==> src/rtl/wbuf_pkg.sv <==
package wbuf_pkg;

  typedef enum logic [1:0] {
    ST_READ    = 2'd0,
    ST_TURN_WR = 2'd1,
    ST_WRITE   = 2'd2,
    ST_TURN_RD = 2'd3
  } busState_e;

  typedef struct packed {
    logic push;
    logic pop;
  } bufStrobe_t;

endpackage

==> src/rtl/wbuf_store.sv <==
module wbuf_store
  import wbuf_pkg::*;
#(
  parameter int DEPTH  = 16,
  parameter int ADDR_W = 8,
  parameter int DATA_W = 16,
  parameter int CNT_W  = $clog2(DEPTH + 1)
) (
  input  logic              clk,
  input  logic              rstN,
  input  bufStrobe_t        strobe,
  input  logic [ADDR_W-1:0] inAddr,
  input  logic [DATA_W-1:0] inData,
  output logic [ADDR_W-1:0] headAddr,
  output logic [DATA_W-1:0] headData,
  output logic [CNT_W-1:0]  occupancy
);

  localparam int PTR_W = (DEPTH > 1) ? $clog2(DEPTH) : 1;
  localparam int ENT_W = ADDR_W + DATA_W;
  localparam logic [PTR_W-1:0] LAST_PTR = PTR_W'(DEPTH - 1);
  localparam logic [CNT_W-1:0] FULL_CNT = CNT_W'(DEPTH);

  logic [ENT_W-1:0] slots [DEPTH];
  logic [PTR_W-1:0] headPtr;
  logic [PTR_W-1:0] tailPtr;

  always_ff @(posedge clk) begin
    if (strobe.push) begin
      slots[tailPtr] <= {inAddr, inData};
    end
  end

  always_ff @(posedge clk) begin
    if (!rstN) begin
      headPtr   <= '0;
      tailPtr   <= '0;
      occupancy <= '0;
    end else begin
      if (strobe.push) begin
        tailPtr <= (tailPtr == LAST_PTR) ? '0 : tailPtr + 1'b1;
      end
      if (strobe.pop) begin
        headPtr <= (headPtr == LAST_PTR) ? '0 : headPtr + 1'b1;
      end
      case ({strobe.push, strobe.pop})
        2'b10:   occupancy <= occupancy + 1'b1;
        2'b01:   occupancy <= occupancy - 1'b1;
        default: occupancy <= occupancy;
      endcase
    end
  end

  assign {headAddr, headData} = slots[headPtr];

  // the store never holds more than its depth
  a_r10_no_overflow: assert property (@(posedge clk) disable iff (!rstN)
    occupancy <= FULL_CNT);

  // a push without a matching pop only lands on a free slot
  a_r10_push_has_room: assert property (@(posedge clk) disable iff (!rstN)
    (strobe.push && !strobe.pop) |-> (occupancy < FULL_CNT));

  // a write only leaves when one is held
  a_r6_no_underflow: assert property (@(posedge clk) disable iff (!rstN)
    strobe.pop |-> (occupancy != '0));

endmodule

==> src/rtl/wbuf_ctrl.sv <==
module wbuf_ctrl
  import wbuf_pkg::*;
#(
  parameter int DEPTH    = 16,
  parameter int HIGH_MARK = 12,
  parameter int LOW_MARK  = 4,
  parameter int TURN     = 3,
  parameter int CNT_W    = $clog2(DEPTH + 1)
) (
  input  logic             clk,
  input  logic             rstN,
  input  logic             rdValid,
  input  logic             wrValid,
  input  logic [CNT_W-1:0] occupancy,
  output bufStrobe_t       strobe,
  output logic             rdReady,
  output logic             wrReady,
  output logic             issueRd,
  output logic             issueWr,
  output logic             busDirWrite
);

  localparam int TURN_W = (TURN > 1) ? $clog2(TURN) : 1;
  localparam logic [TURN_W-1:0] TURN_LOAD = TURN_W'(TURN - 1);
  localparam logic [CNT_W-1:0] HIGH_C = CNT_W'(HIGH_MARK);
  localparam logic [CNT_W-1:0] LOW_C  = CNT_W'(LOW_MARK);
  localparam logic [CNT_W-1:0] FULL_C = CNT_W'(DEPTH);
  localparam busState_e TO_WR = (TURN > 1) ? ST_TURN_WR : ST_WRITE;
  localparam busState_e TO_RD = (TURN > 1) ? ST_TURN_RD : ST_READ;

  busState_e         state, nextState;
  logic [TURN_W-1:0] turnCnt;
  logic              drainMode, drainNext;
  logic              loadTurn;
  logic              forcedNow;
  logic              stopWrite;

  always_comb begin
    nextState = state;
    drainNext = drainMode;
    loadTurn  = 1'b0;
    issueRd   = 1'b0;
    issueWr   = 1'b0;
    forcedNow = drainMode || (occupancy >= HIGH_C);
    stopWrite = 1'b0;
    case (state)
      ST_READ: begin
        if (occupancy >= HIGH_C) begin
          nextState = TO_WR;
          drainNext = 1'b1;
          loadTurn  = 1'b1;
        end else if (rdValid) begin
          issueRd = 1'b1;
        end else if (occupancy != '0) begin
          nextState = TO_WR;
          drainNext = 1'b0;
          loadTurn  = 1'b1;
        end
      end
      ST_TURN_WR: begin
        if (turnCnt <= 1) nextState = ST_WRITE;
      end
      ST_WRITE: begin
        drainNext = forcedNow;
        stopWrite = forcedNow ? (occupancy <= LOW_C)
                              : (rdValid || occupancy == '0);
        if (stopWrite) begin
          nextState = TO_RD;
          loadTurn  = 1'b1;
        end else begin
          issueWr = 1'b1;
        end
      end
      default: begin
        if (turnCnt <= 1) nextState = ST_READ;
      end
    endcase
  end

  always_ff @(posedge clk) begin
    if (!rstN) begin
      state     <= ST_READ;
      turnCnt   <= '0;
      drainMode <= 1'b0;
    end else begin
      state     <= nextState;
      drainMode <= drainNext;
      if (loadTurn) begin
        turnCnt <= TURN_LOAD;
      end else if (turnCnt != '0) begin
        turnCnt <= turnCnt - 1'b1;
      end
    end
  end

  assign rdReady     = (state == ST_READ) && (occupancy < HIGH_C);
  assign wrReady     = (occupancy < FULL_C) || issueWr;
  assign strobe.push = wrValid && wrReady;
  assign strobe.pop  = issueWr;
  assign busDirWrite = (state == ST_TURN_WR) || (state == ST_WRITE);

  // a read never directly follows a write
  a_r7_rd_after_wr_gap: assert property (@(posedge clk) disable iff (!rstN)
    issueRd |-> !$past(issueWr));

  // a write never directly follows a read
  a_r7_wr_after_rd_gap: assert property (@(posedge clk) disable iff (!rstN)
    issueWr |-> !$past(issueRd));

  // direction output agrees with the issued command
  a_r7_dir_matches: assert property (@(posedge clk) disable iff (!rstN)
    (issueWr |-> busDirWrite) and (issueRd |-> !busDirWrite));

  // reads only issue below the high watermark
  a_r3_rd_below_high: assert property (@(posedge clk) disable iff (!rstN)
    issueRd |-> (occupancy < HIGH_C));

  // reaching the high watermark in read mode leaves read mode
  a_r4_high_leaves_read: assert property (@(posedge clk) disable iff (!rstN)
    (state == ST_READ && occupancy >= HIGH_C) |=> (state != ST_READ));

  // a forced batch does not stop above the low watermark
  a_r5_drain_holds: assert property (@(posedge clk) disable iff (!rstN)
    ($past(issueWr) && drainMode && state == ST_WRITE && occupancy > LOW_C)
      |-> issueWr);

endmodule

==> src/rtl/write_drain_buffer.sv <==
module write_drain_buffer
  import wbuf_pkg::*;
#(
  parameter int DEPTH     = 16,
  parameter int HIGH_MARK = 12,
  parameter int LOW_MARK  = 4,
  parameter int TURN      = 3,
  parameter int ADDR_W    = 8,
  parameter int DATA_W    = 16
) (
  input  logic              clk,
  input  logic              rstN,
  input  logic              rdValid,
  input  logic [ADDR_W-1:0] rdAddr,
  output logic              rdReady,
  input  logic              wrValid,
  input  logic [ADDR_W-1:0] wrAddr,
  input  logic [DATA_W-1:0] wrData,
  output logic              wrReady,
  output logic              cmdValid,
  output logic              cmdIsWrite,
  output logic [ADDR_W-1:0] cmdAddr,
  output logic [DATA_W-1:0] cmdData,
  output logic              busDirWrite
);

  localparam int CNT_W = $clog2(DEPTH + 1);

  bufStrobe_t        strobe;
  logic [CNT_W-1:0]  occupancy;
  logic [ADDR_W-1:0] headAddr;
  logic [DATA_W-1:0] headData;
  logic              issueRd;
  logic              issueWr;

  wbuf_ctrl #(
    .DEPTH(DEPTH), .HIGH_MARK(HIGH_MARK), .LOW_MARK(LOW_MARK),
    .TURN(TURN), .CNT_W(CNT_W)
  ) ctrl_i (
    .clk(clk), .rstN(rstN), .rdValid(rdValid), .wrValid(wrValid),
    .occupancy(occupancy), .strobe(strobe), .rdReady(rdReady),
    .wrReady(wrReady), .issueRd(issueRd), .issueWr(issueWr),
    .busDirWrite(busDirWrite)
  );

  wbuf_store #(
    .DEPTH(DEPTH), .ADDR_W(ADDR_W), .DATA_W(DATA_W), .CNT_W(CNT_W)
  ) store_i (
    .clk(clk), .rstN(rstN), .strobe(strobe), .inAddr(wrAddr),
    .inData(wrData), .headAddr(headAddr), .headData(headData),
    .occupancy(occupancy)
  );

  assign cmdValid   = issueRd || issueWr;
  assign cmdIsWrite = issueWr;
  assign cmdAddr    = issueWr ? headAddr : rdAddr;
  assign cmdData    = issueWr ? headData : '0;

endmodule

==> config.mk <==
export PLATFORM = sky130hd
export DESIGN_NAME = write_drain_buffer
export DESIGN_NICKNAME = d
export VERILOG_FILES = /design/src/rtl/wbuf_pkg.sv /design/src/rtl/wbuf_store.sv /design/src/rtl/wbuf_ctrl.sv /design/src/rtl/write_drain_buffer.sv
export SDC_FILE = /design/constraint.sdc
export NUM_CORES = 1
export LEC_CHECK = 0
export BUFFER_PORTS_ARGS = -buffer_cell sky130_fd_sc_hd__buf_4
export CORE_UTILIZATION = 38
export DETAILED_ROUTE_END_ITERATION = 16
export PLACE_DENSITY = 0.51
export SLEW_MARGIN = 10
export SYNTH_ARGS = -nofsm -noshare
export SYNTH_HDL_FRONTEND = slang
export SYNTH_SLANG_ARGS = --single-unit
==> constraint.sdc <==
create_clock -name clk -period 4.43 [get_ports clk]
set_input_delay 0.6645 -clock clk [delete_from_list [all_inputs] [get_ports clk]]
set_output_delay 0.6645 -clock clk [all_outputs]
set_load 0.01 [all_outputs]
==> metrics.md, run 1 <==
| Metric | Value |
|---|---|
| Num rows | `75` |
| Via/cell ratio | `between 5 and 6` |
| Vias | `7773` |
| Num CTS Buffers | `44` |
| Filler instances | `3522` |
| PD cells | `443 nW/um2` |
| Hold Startpoint | `wrData[4]` |
| RD Place Congestion | `0.688` |
| IR drop worst, VDD | `290 uV` |
| Post-CTS setup repair buffer count | `0` |
| WL final | `about 35000 um` |
| Placed Cells | `1377` |
| Pleak | `approximately 6 nW` |
| Ys async rst share | `0` |
| RSZ-0062 raised after global routing | `no` |
| R2r startpoint | `store_i.occupancy[2]` |
| Post-CTS Hold Fix Bufs | `0` |
| Post_cts resized | `0` |
| Crit start category | `register` |
| Initial Util | `0.385` |
| Critical Path Sink Type | `output pin` |
| Commonest non-fill, non-tap cell in the layout | `edfxtp_1` |
| Antenna violations before repair | `2` |
| I/O pin count | `65` |
| Status | `completed` |
| Slew HR | `0.295` |
| Critical Path AT | `approximately 3.0 ns` |
| Max Freq | `273 MHz` |
| Fin crit share | `0.826` |
| CP max FO | `20` |
| Syn Area/Cell | `between 20 and 25 um2` |
| Vias in the first global route | `8189` |
| Nets | `933` |
| TritonCTS clock tree | `yes` |
| First-pass GRT wire length | `53300 um` |
| HPWL after detailed placement | `19400 um` |
| Setup crit start | `store_i.occupancy[2]` |
| Hold Crit Class | `primary input to register` |
| Final antenna-violating net count | `0` |
| Top cell type's share of synthesized area | `0.714` |
| DR pass1 iterations | `4` |
| Synth Warn # | `0` |
| Met2 WL | `between 15000 and 20000 um` |
| Setup TNS | `0 ns` |
| Clock Path Buffers | `3` |
| Top Metal Used | `met5` |
| Worst Setup Path Type | `register to output pin` |
| Largest net degree at the start of global routing | `45` |
| #FFs+latches synth | `between 400 and 500` |
| Final setup vio count | `0` |
| Worst-margin pin slew | `between 1 and 1.5 ns` |
| Worst skew pair latency | `0.55 ns` |
| Post-Layout Cell Count | `approximately 1.5k` |
| Main synth FF type | `edfxtp_1` |
| WHS | `0.416 ns` |
| Area delta synth->final | `16.9%` |
| Max Cap Violations | `0` |
| H-tree depth reported by CTS | `2` |
| N_diodes | `0` |
| Syn nets | `843` |
| Grt total ovfl | `0` |
| Register area share after synthesis | `0.741` |
| Port Buffer Count | `64` |
| Commonest cells after routing, fill and taps aside | `384 x edfxtp_1, 96 x mux4_2, 85 x buf_4` |
| Synth top area cells | `edfxtp_1 71%, mux4_2 13%, dfxtp_1 2.7%` |
| Initial DRC count | `482` |
| Leading area contributor after synthesis | `edfxtp_1` |
| Clk_skew | `0.0171 ns` |
| Library cells used by synthesis | `53` |
| Drt drc | `0` |
| Die area | `43300 um2` |
| Per-cell routed wire length | `around 24 um` |
| Worst EP required | `between 3 and 4 ns` |
| Die X | `around 210 um` |
| Wire length on met1 | `16000 um` |
| Final hold violation count | `0` |
| WL met3 | `1550 um` |
| Gate Count Post-Synth | `a little under 800` |
| Clock net sink count | `about 400` |
| Chip height | `208 um` |
| Cell Area, Synth | `16100 um2` |
| Final min period | `between 3 and 4 ns` |
| Share of cells above drive strength 1 | `0.305` |
| Max Slew Vio Count | `0` |
| GRT Total Usage | `0.168` |
| Core area | `41900 um2` |
| Clock root cell | `clkbuf_16` |
| Post-synth EDFFs | `384` |
| Worst-path clk slew | `roughly 0.060 ns` |
## sequential cells by signal (all words and copies together) (netlist names), named ones only
name,cells
ctrl_i.turnCnt,2
store_i.occupancy,5
ctrl_i.drainMode,1
store_i.slots,384
store_i.headPtr,4
store_i.tailPtr,4
ctrl_i.state,2
## synthesized netlist by cell type (all sizes together) (8+ instances only)
library cell,n
edfxtp,384
mux4,96
mux2i,43
a211oi,32
buf,24
clkbuf,22
dfxtp,22
nor2,22
nand2,18
nor2b,18
a21oi,14
ha,13
inv,11
nand3,11
mux2,8
## logic make-up (layout without fill, tap and decap cells)
family / count (synthesis) / after routing / synth area share
buf+inv: 57 / 181 / 0.0171
xor+xnor: 4 / 4 / 0.00217
mux: 147 / 147 / 0.166
simple gates: 96 / 96 / 0.0319
fa+ha+maj: 13 / 13 / 0.0101
compound gates: 71 / 71 / 0.0312
flops: 406 / 406 / 0.741
## per-layer routing
layer / vias to the layer above / GRT usage
met5: - / 0
met4: 4 / 0.0388
met3: 47 / 0.0288
met2: 150 / 0.279
met1: 4106 / 0.231
li1: 3466 / -
## through the flow
step / util / total power, mW / instance area, um2 / worst slack [ns]
2_1_floorplan: - / 4.64 / 16100 / 0.849
3_3_place_gp: 0.416 / 4.83 / 17400 / 1.03
3_5_place_dp: 0.416 / 4.83 / 17400 / 1.00
4_1_cts: 0.450 / 8.48 / 18900 / 0.710
5_1_grt: 0.450 / 8.67 / 18900 / 0.614
6_report: 0.450 / 8.37 / 18900 / 0.772
## power breakdown
part           switching, mW  internal [mW]  total (mW)  leakage (nW)
clock                   1.44           2.18        3.63         0.704
sequential            0.0349           4.25        4.29          3.65
combinational          0.252          0.206       0.458          1.54
## critical path, cell delays in order (launching register included)
cell and delay, ns:
dfxtp_1 0.43, or4_4 0.54, a211o_1 0.35, nand3_4 0.35
buf_4 0.29, mux2_1 0.34, buf_4 0.15
## cell type report
class	count	area (um2)	share of cell area
Multi-Input combinational cell	331	4010	0.212
Sequential cell	406	12000	0.635
Inverter	11	41.3	0.00219
Timing Repair Buffer	90	738	0.0391
Tap cell	539	674	0.0357
Clock buffer	55	1180	0.0627
Clock inverter	25	251	0.0133
## final timing paths
| check | end | slack, ns | depth (start not counted) |
|---|---|---|---|
| worst max-delay path | cmdAddr[6] | 0.77 | 6 |
| worst min-delay path | store_i.slots[8][4] | 0.42 | 1 |
| worst max register to register | store_i.occupancy[4] | 1.08 | 9 |
| worst min register to register | ctrl_i.turnCnt[0] | 0.42 | 1 |
Power figures use the tool's default switching activity.
==> run 2: changes to the inputs <==
--- a/config.mk
+++ b/config.mk
@@ -8,7 +8,7 @@
 export BUFFER_PORTS_ARGS = -buffer_cell sky130_fd_sc_hd__buf_4
 export CORE_UTILIZATION = 38
 export DETAILED_ROUTE_END_ITERATION = 16
-export PLACE_DENSITY = 0.51
+export PLACE_DENSITY = 0.53
 export SLEW_MARGIN = 10
 export SYNTH_ARGS = -nofsm -noshare
 export SYNTH_HDL_FRONTEND = slang
==> constraint.sdc (replaced) <==
create_clock -name clk -period 3.28 [get_ports clk]
set_input_delay 0.492 -clock clk [delete_from_list [all_inputs] [get_ports clk]]
set_output_delay 0.492 -clock clk [all_outputs]
set_load 0.01 [all_outputs]
==> run 2 against run 1 <==
  * Non-clock buffer count increased by 21
  * Power increased by 33%
  * Sequential share of layout area decreased by 0.77 points
  * The flow now finishes with violations (DRC)
  * Clock power increased by 29%
  * Die area unchanged
  * Hold slack got worse by 0.20 ns
  * Setup slack got worse by 0.67 ns
  * Largest power group unchanged
  * Clock skew increased by 0.0020 ns
  * Combinational power increased by 41%
  * Flip-flop and latch count unchanged
  * Wire length decreased by 1.7%
  * First-iteration DRC count decreased by 6.4%
  * Critical path type unchanged
==> metrics.md, run 2 (synthesis results as in run 1) <==
| Metric | Value |
|---|---|
| HPWL after detailed placement | `20100 um` |
| Clock net sink count | `approximately 400` |
| Commonest cells after routing, fill and taps aside | `384 x edfxtp_1, 96 x mux4_2, 96 x buf_4` |
| Seq pwr share | `0.520` |
| WHS Path Cells | `1` |
| Setup crit start | `store_i.occupancy[0]` |
| Crit start category | `register` |
| Num rows | `75` |
| Largest net degree at the start of global routing | `43` |
| Worst-path clk slew | `0.06 ns` |
| Terminus of the critical flop-to-flop path | `store_i.occupancy[2]` |
| RD Place Congestion | `about 0.74` |
| Vias in the first global route | `8312` |
| Hold Crit Class | `primary input to register` |
| Max Freq | `between 300 and 400 MHz` |
| Worst-margin pin slew | `approximately 0.65 ns` |
| M1 GR Usage | `0.223` |
| FF-to-FF setup slack | `0.32 ns` |
| Int Power | `about 8.7 mW` |
| Setup TNS | `0 ns` |
| Comb power frac | `0.058` |
| Commonest non-fill, non-tap cell in the layout | `edfxtp_1` |
| Largest register FFs | `384` |
| Regs by FF count | `store_i.slots (384), store_i.occupancy (5)` |
| Psw | `between 2 and 2.5 mW` |
| Reg2reg path depth | `11` |
| End of the worst hold path | `store_i.slots[15][17]` |
| H-tree depth reported by CTS | `2` |
| CP max stage cell | `or4_4` |
| Final setup vio count | `0` |
| Net Sw Frac | `0.215` |
| Max Cap Violations | `0` |
| Final hold violation count | `0` |
| Chip height | `approximately 210 um` |
| Crit path cell chain | `or4_4, a211o_1, nand3_4, buf_12, mux2_1, buf_4` |
| CP max stage delay | `about 0.56 ns` |
| Die X | `208 um` |
| Largest register by flop count | `store_i.slots` |
| Met2 GRT Util | `0.275` |
| Port Buffer Count | `64` |
| Clk_skew | `0.0191 ns` |
| Clk pwr share | `0.421` |
| Post-CTS Hold Fix Bufs | `0` |
| DR pass1 iterations | `10` |
| Initial DRC count | `around 450` |
| Filler instances | `approximately 3.5k` |
| Largest delay contributor family on the critical path | `simple AND/OR/NAND/NOR gates` |
| Max Slew Vio Count | `0` |
| WL final | `34800 um` |
| GRT Total Usage | `0.165` |
| Area delta synth->final | `18.4%` |
| Drt drc | `2` |
| Met3 Use GR | `0.0325` |
| Clock Path Buffers | `3` |
| Vias | `7856` |
| Worst Setup Path Type | `register to output pin` |
| R2r startpoint | `store_i.occupancy[0]` |
| Failing checks | `DRC` |
| CP max FO | `26` |
| Die area | `43300 um2` |
| Final min period | `between 3 and 4 ns` |
| Gr busiest metal | `met2` |
| Area after DPL | `17700 um2` |
| Fin crit share | `0.968` |
| PD cells | `581 nW/um2` |
| TritonCTS clock tree | `yes` |
| Post-route cell area | `about 19000 um2` |
| Final antenna-violating net count | `0` |
| Initial Util | `0.385` |
| Nets | `about 950` |
| Share of cells above drive strength 1 | `0.325` |
| Per-cell routed wire length | `23.5 um` |
| RSZ-0062 raised after global routing | `yes` |
| Hold Startpoint | `wrAddr[1]` |
| Buf/Inv on CP | `2` |
| Status | `complete, but fails checks` |
| IR drop worst, VDD | `between 400 and 500 uV` |
| Critical Path Sink Type | `output pin` |
| Critical Path AT | `~2.7 ns` |
| First-pass GRT wire length | `52500 um` |
| I/O pin count | `between 60 and 70` |
| Worst EP required | `2.79 ns` |
| Via/cell ratio | `between 5 and 6` |
| Slew HR | `0.562` |
| Pleak | `5.99 nW` |
| Num CTS Buffers | `44` |
| N_diodes | `0` |
| Clock root cell | `clkbuf_16` |
| Core area | `41900 um2` |
| Antenna violations before repair | `0` |
| Grt total ovfl | `0` |
| Worst skew pair latency | `0.58 ns` |
## run 2: layout make-up
type | count | area, um2 | share of cell area
Inverter | 11 | 41.3 | 0.00216
Tap cell | 539 | 674 | 0.0353
Clock buffer | 55 | 1160 | 0.0608
Clock inverter | 25 | 199 | 0.0104
Sequential cell | 406 | 12000 | 0.627
Timing Repair Buffer | 111 | 1020 | 0.0534
Multi-Input combinational cell | 331 | 4030 | 0.211
## run 2: worst max-delay path by stage
stage,endpoint,cells after the start
floorplan,store_i.occupancy[4],12
global placement,store_i.occupancy[4],11
detailed placement,store_i.occupancy[4],10
CTS,cmdAddr[5],6
global route,cmdAddr[5],6
finish,cmdAddr[6],6
## run 2: repair_timing
| item | 4_1_cts | 5_1_grt |
|---|---|---|
| buffers inserted | 0 | 4 |
| resized for setup | 3 | 1 |
| setup endpoints to repair | 11 | 8 |
## run 2: layer usage
layer  wire (um)  share of wire
met1       15600           0.45
met2       17300           0.50
met3        1280          0.037
met4         633          0.018
met5           0              0
## run 2: per-stage QoR
step	utilization	worst slack (ns)	instances	power (mW)	hold slack, ns
after global placement	0.422	0.346	1394	6.53	0.400
after floorplan	-	0.0772	794	6.27	0.390
after global routing	0.456	-0.00272	1478	11.5	0.210
final	0.456	0.104	1478	11.1	0.220
after detailed placement	0.422	0.315	1394	6.54	0.407
after CTS	0.455	0.0151	1474	11.2	0.188
## run 2: power groups by stage
stage	logic [mW]	clock network, mW	registers (mW)
floorplan	0.387	0	5.88
global placement	0.647	0	5.89
detailed placement	0.651	0	5.89
CTS	0.658	4.81	5.78
global route	0.714	4.98	5.79
finish	0.647	4.68	5.78
==> run 3: changes to the inputs <==
--- a/config.mk
+++ b/config.mk
@@ -6,10 +6,13 @@
 export NUM_CORES = 1
 export LEC_CHECK = 0
 export BUFFER_PORTS_ARGS = -buffer_cell sky130_fd_sc_hd__buf_4
+export CELL_PAD_IN_SITES_DETAIL_PLACEMENT = 0
+export CELL_PAD_IN_SITES_GLOBAL_PLACEMENT = 1
+export CORE_MARGIN = 2
 export CORE_UTILIZATION = 38
 export DETAILED_ROUTE_END_ITERATION = 16
-export PLACE_DENSITY = 0.53
-export SLEW_MARGIN = 10
+export PLACE_DENSITY = 0.59
+export SLEW_MARGIN = 20
 export SYNTH_ARGS = -nofsm -noshare
 export SYNTH_HDL_FRONTEND = slang
 export SYNTH_SLANG_ARGS = --single-unit
==> run 3 against run 2 <==
  * The flow now finishes without violations
  * Clock skew fell by 0.0068 ns
  * Global-route usage fell by 0.30 points
  * Sequential share of layout area fell by 0.096 points
  * Maximum frequency rose by 0.50%
  * Largest power group unchanged
  * Hold slack improved by 0.032 ns
  * Combinational power barely moved
==> metrics.md, run 3 (synthesis results as in run 1) <==
| Metric | Value |
|---|---|
| WL final | `34900 um` |
| Worst skew pair latency | `0.54 ns` |
| Final antenna-violating net count | `0` |
| Vias | `7686` |
| Core area | `41900 um2` |
| Largest register FFs | `~380` |
| Clock root cell | `clkbuf_16` |
| Terminus of the critical flop-to-flop path | `store_i.occupancy[2]` |
| Drt drc | `0` |
| H-tree depth reported by CTS | `2` |
| DR pass1 iterations | `4` |
| Per-cell routed wire length | `23.7 um` |
| Int Power | `just under 9 mW` |
| Max Cap Violations | `0` |
| Grt total ovfl | `0` |
| CP max stage delay | `roughly 0.57 ns` |
| Worst EP required | `2.79 ns` |
| Hold Crit Class | `primary input to register` |
| Util after Layout | `0.456` |
| Worst-path clk slew | `about 0.060 ns` |
| HPWL after detailed placement | `19900 um` |
| Setup WS post-layout | `roughly 0.12 ns` |
| Num rows | `75` |
| RSZ-0062 raised after global routing | `no` |
| Area after DPL | `17700 um2` |
| Crit start category | `register` |
| Final hold violation count | `0` |
| Pleak | `5.99 nW` |
| Die area | `44200 um2` |
| Initial Util | `0.385` |
| First-pass GRT wire length | `51900 um` |
| Largest register by flop count | `store_i.slots` |
| Post-CTS Hold Fix Bufs | `0` |
| Critical Path Sink Type | `output pin` |
| Net Sw Frac | `0.204` |
| Crit path cell chain | `or4_4, a211o_1, nand3_4, buf_12, mux2_2, buf_4` |
| Regs by FF count | `store_i.slots (384), store_i.occupancy (5)` |
| CP max FO | `26` |
| Num CTS Buffers | `44` |
| WHS Path Cells | `1` |
| Area delta synth->final | `18.6%` |
| Post-Place Setup Slack | `about 0.33 ns` |
| Initial DRC count | `527` |
| Max Slew Vio Count | `0` |
| CP max stage cell | `or4_4` |
| Via/cell ratio | `approximately 5.2` |
| GRT Total Usage | `0.162` |
| Final setup vio count | `0` |
| Reg2reg path depth | `11` |
| Chip height | `210 um` |
| Setup TNS | `0 ns` |
| Worst Setup Path Type | `register to output pin` |
| Filler instances | `3518` |
| RD Place Congestion | `0.707` |
| End of the worst hold path | `store_i.slots[5][17]` |
| Commonest non-fill, non-tap cell in the layout | `edfxtp_1` |
| Status | `completed` |
| Seq pwr share | `0.516` |
| IR drop worst, VDD | `386 uV` |
| Clk_skew | `0.0123 ns` |
| Nets | `roughly 960` |
| Port Buffer Count | `64` |
| PD cells | `slightly below 600 nW/um2` |
| Clock net sink count | `406` |
| Final min period | `3.16 ns` |
| Commonest cells after routing, fill and taps aside | `384 x edfxtp_1, 98 x buf_4, 96 x mux4_2` |
| Die X | `between 200 and 250 um` |
| Comb power frac | `0.057` |
| Vias in the first global route | `about 8.0k` |
| N_diodes | `0` |
| Antenna violations before repair | `0` |
| Slew HR | `0.589` |
| Fin crit share | `0.963` |
| Clock Path Buffers | `3` |
| Worst-margin pin slew | `between 0.6 and 0.7 ns` |
| Psw | `around 2.3 mW` |
| Largest net degree at the start of global routing | `41` |
| Max Freq | `316 MHz` |
| FF-to-FF setup slack | `0.28 ns` |
| TritonCTS clock tree | `yes` |
| Post-route cell area | `19100 um2` |
| Hold Startpoint | `wrAddr[1]` |
| Critical Path AT | `2.67 ns` |
| Clk pwr share | `0.427` |
| R2r startpoint | `store_i.occupancy[0]` |
| I/O pin count | `65` |
| Share of cells above drive strength 1 | `0.323` |
-- run 3: changes by cell type in the layout (fill, tap and decap cells not counted), sizes merged --
cell      change
clkinv        -6
bufinv        +3
clkbuf        -2
clkinvlp      +2
buf           +1
inv           -1
-- run 3: repair_timing --
| item | 4_1_cts | 5_1_grt |
|---|---|---|
| pin swaps | 0 | 0 |
| gates cloned | 0 | 0 |
| gates resized for setup | 2 | 1 |
| setup endpoints to repair | 8 | 13 |
| setup buffers | 0 | 6 |
-- run 3: critical path, delay by kind of cell (launching register included) --
kind / cells / cell delay (ns)
flip-flops: 1 / 0.37
AND/OR/NAND/NOR: 2 / 0.69
AO/OA/AOI/OAI: 1 / 0.35
multiplexers: 1 / 0.36
buffers and inverters: 2 / 0.37
-- run 3: power by group through the flow --
stage	combinational (mW)	clock [mW]	sequential, mW
finish	0.644	4.78	5.78
global route	0.715	5.10	5.78
CTS	0.658	4.92	5.78
detailed placement	0.652	0	5.89
global placement	0.651	0	5.88
floorplan	0.387	0	5.88
-- run 3: layout make-up --
type                    instances  area [um2]  area share
flip-flops and latches        406       12000       0.626
clock buffers                  53        1160      0.0604
clock inverters                23         239      0.0125
multi-input cells             331        4030       0.211
repair buffers                112        1020      0.0531
inverters                      11        41.3     0.00216
well taps                     539         674      0.0352
-- run 3: routing by layer --
metal  vias up  GRT usage  part of all wire  wire, um
met1      3988      0.223              0.44     15500
met3        42     0.0265             0.047      1650
met4         0     0.0386             0.015       531
li1       3504          -                 -         -
met2       152      0.272              0.49     17300
met5         -          0                 0         0
-- run 3: how the worst max path moves through the flow --
stage                     slack [ns]  depth (start not counted)              endpoint                 start
final                           0.12                          6            cmdAddr[2]  store_i.occupancy[0]
after global routing            0.02                          6            cmdAddr[0]  store_i.occupancy[0]
after CTS                       0.02                          6            cmdAddr[5]  store_i.occupancy[0]
after detailed placement        0.33                         11  store_i.occupancy[2]  store_i.occupancy[0]
after global placement          0.36                         11  store_i.occupancy[2]  store_i.occupancy[0]
after floorplan                 0.08                         12  store_i.occupancy[4]  store_i.occupancy[1]
-- run 3: stage by stage --
stage / hold slack [ns] / power, mW / cells
finish: 0.253 / 11.2 / 1475
floorplan: 0.390 / 6.27 / 794
detailed placement: 0.410 / 6.54 / 1393
CTS: 0.227 / 11.4 / 1469
global placement: 0.402 / 6.54 / 1393
global route: 0.240 / 11.6 / 1475
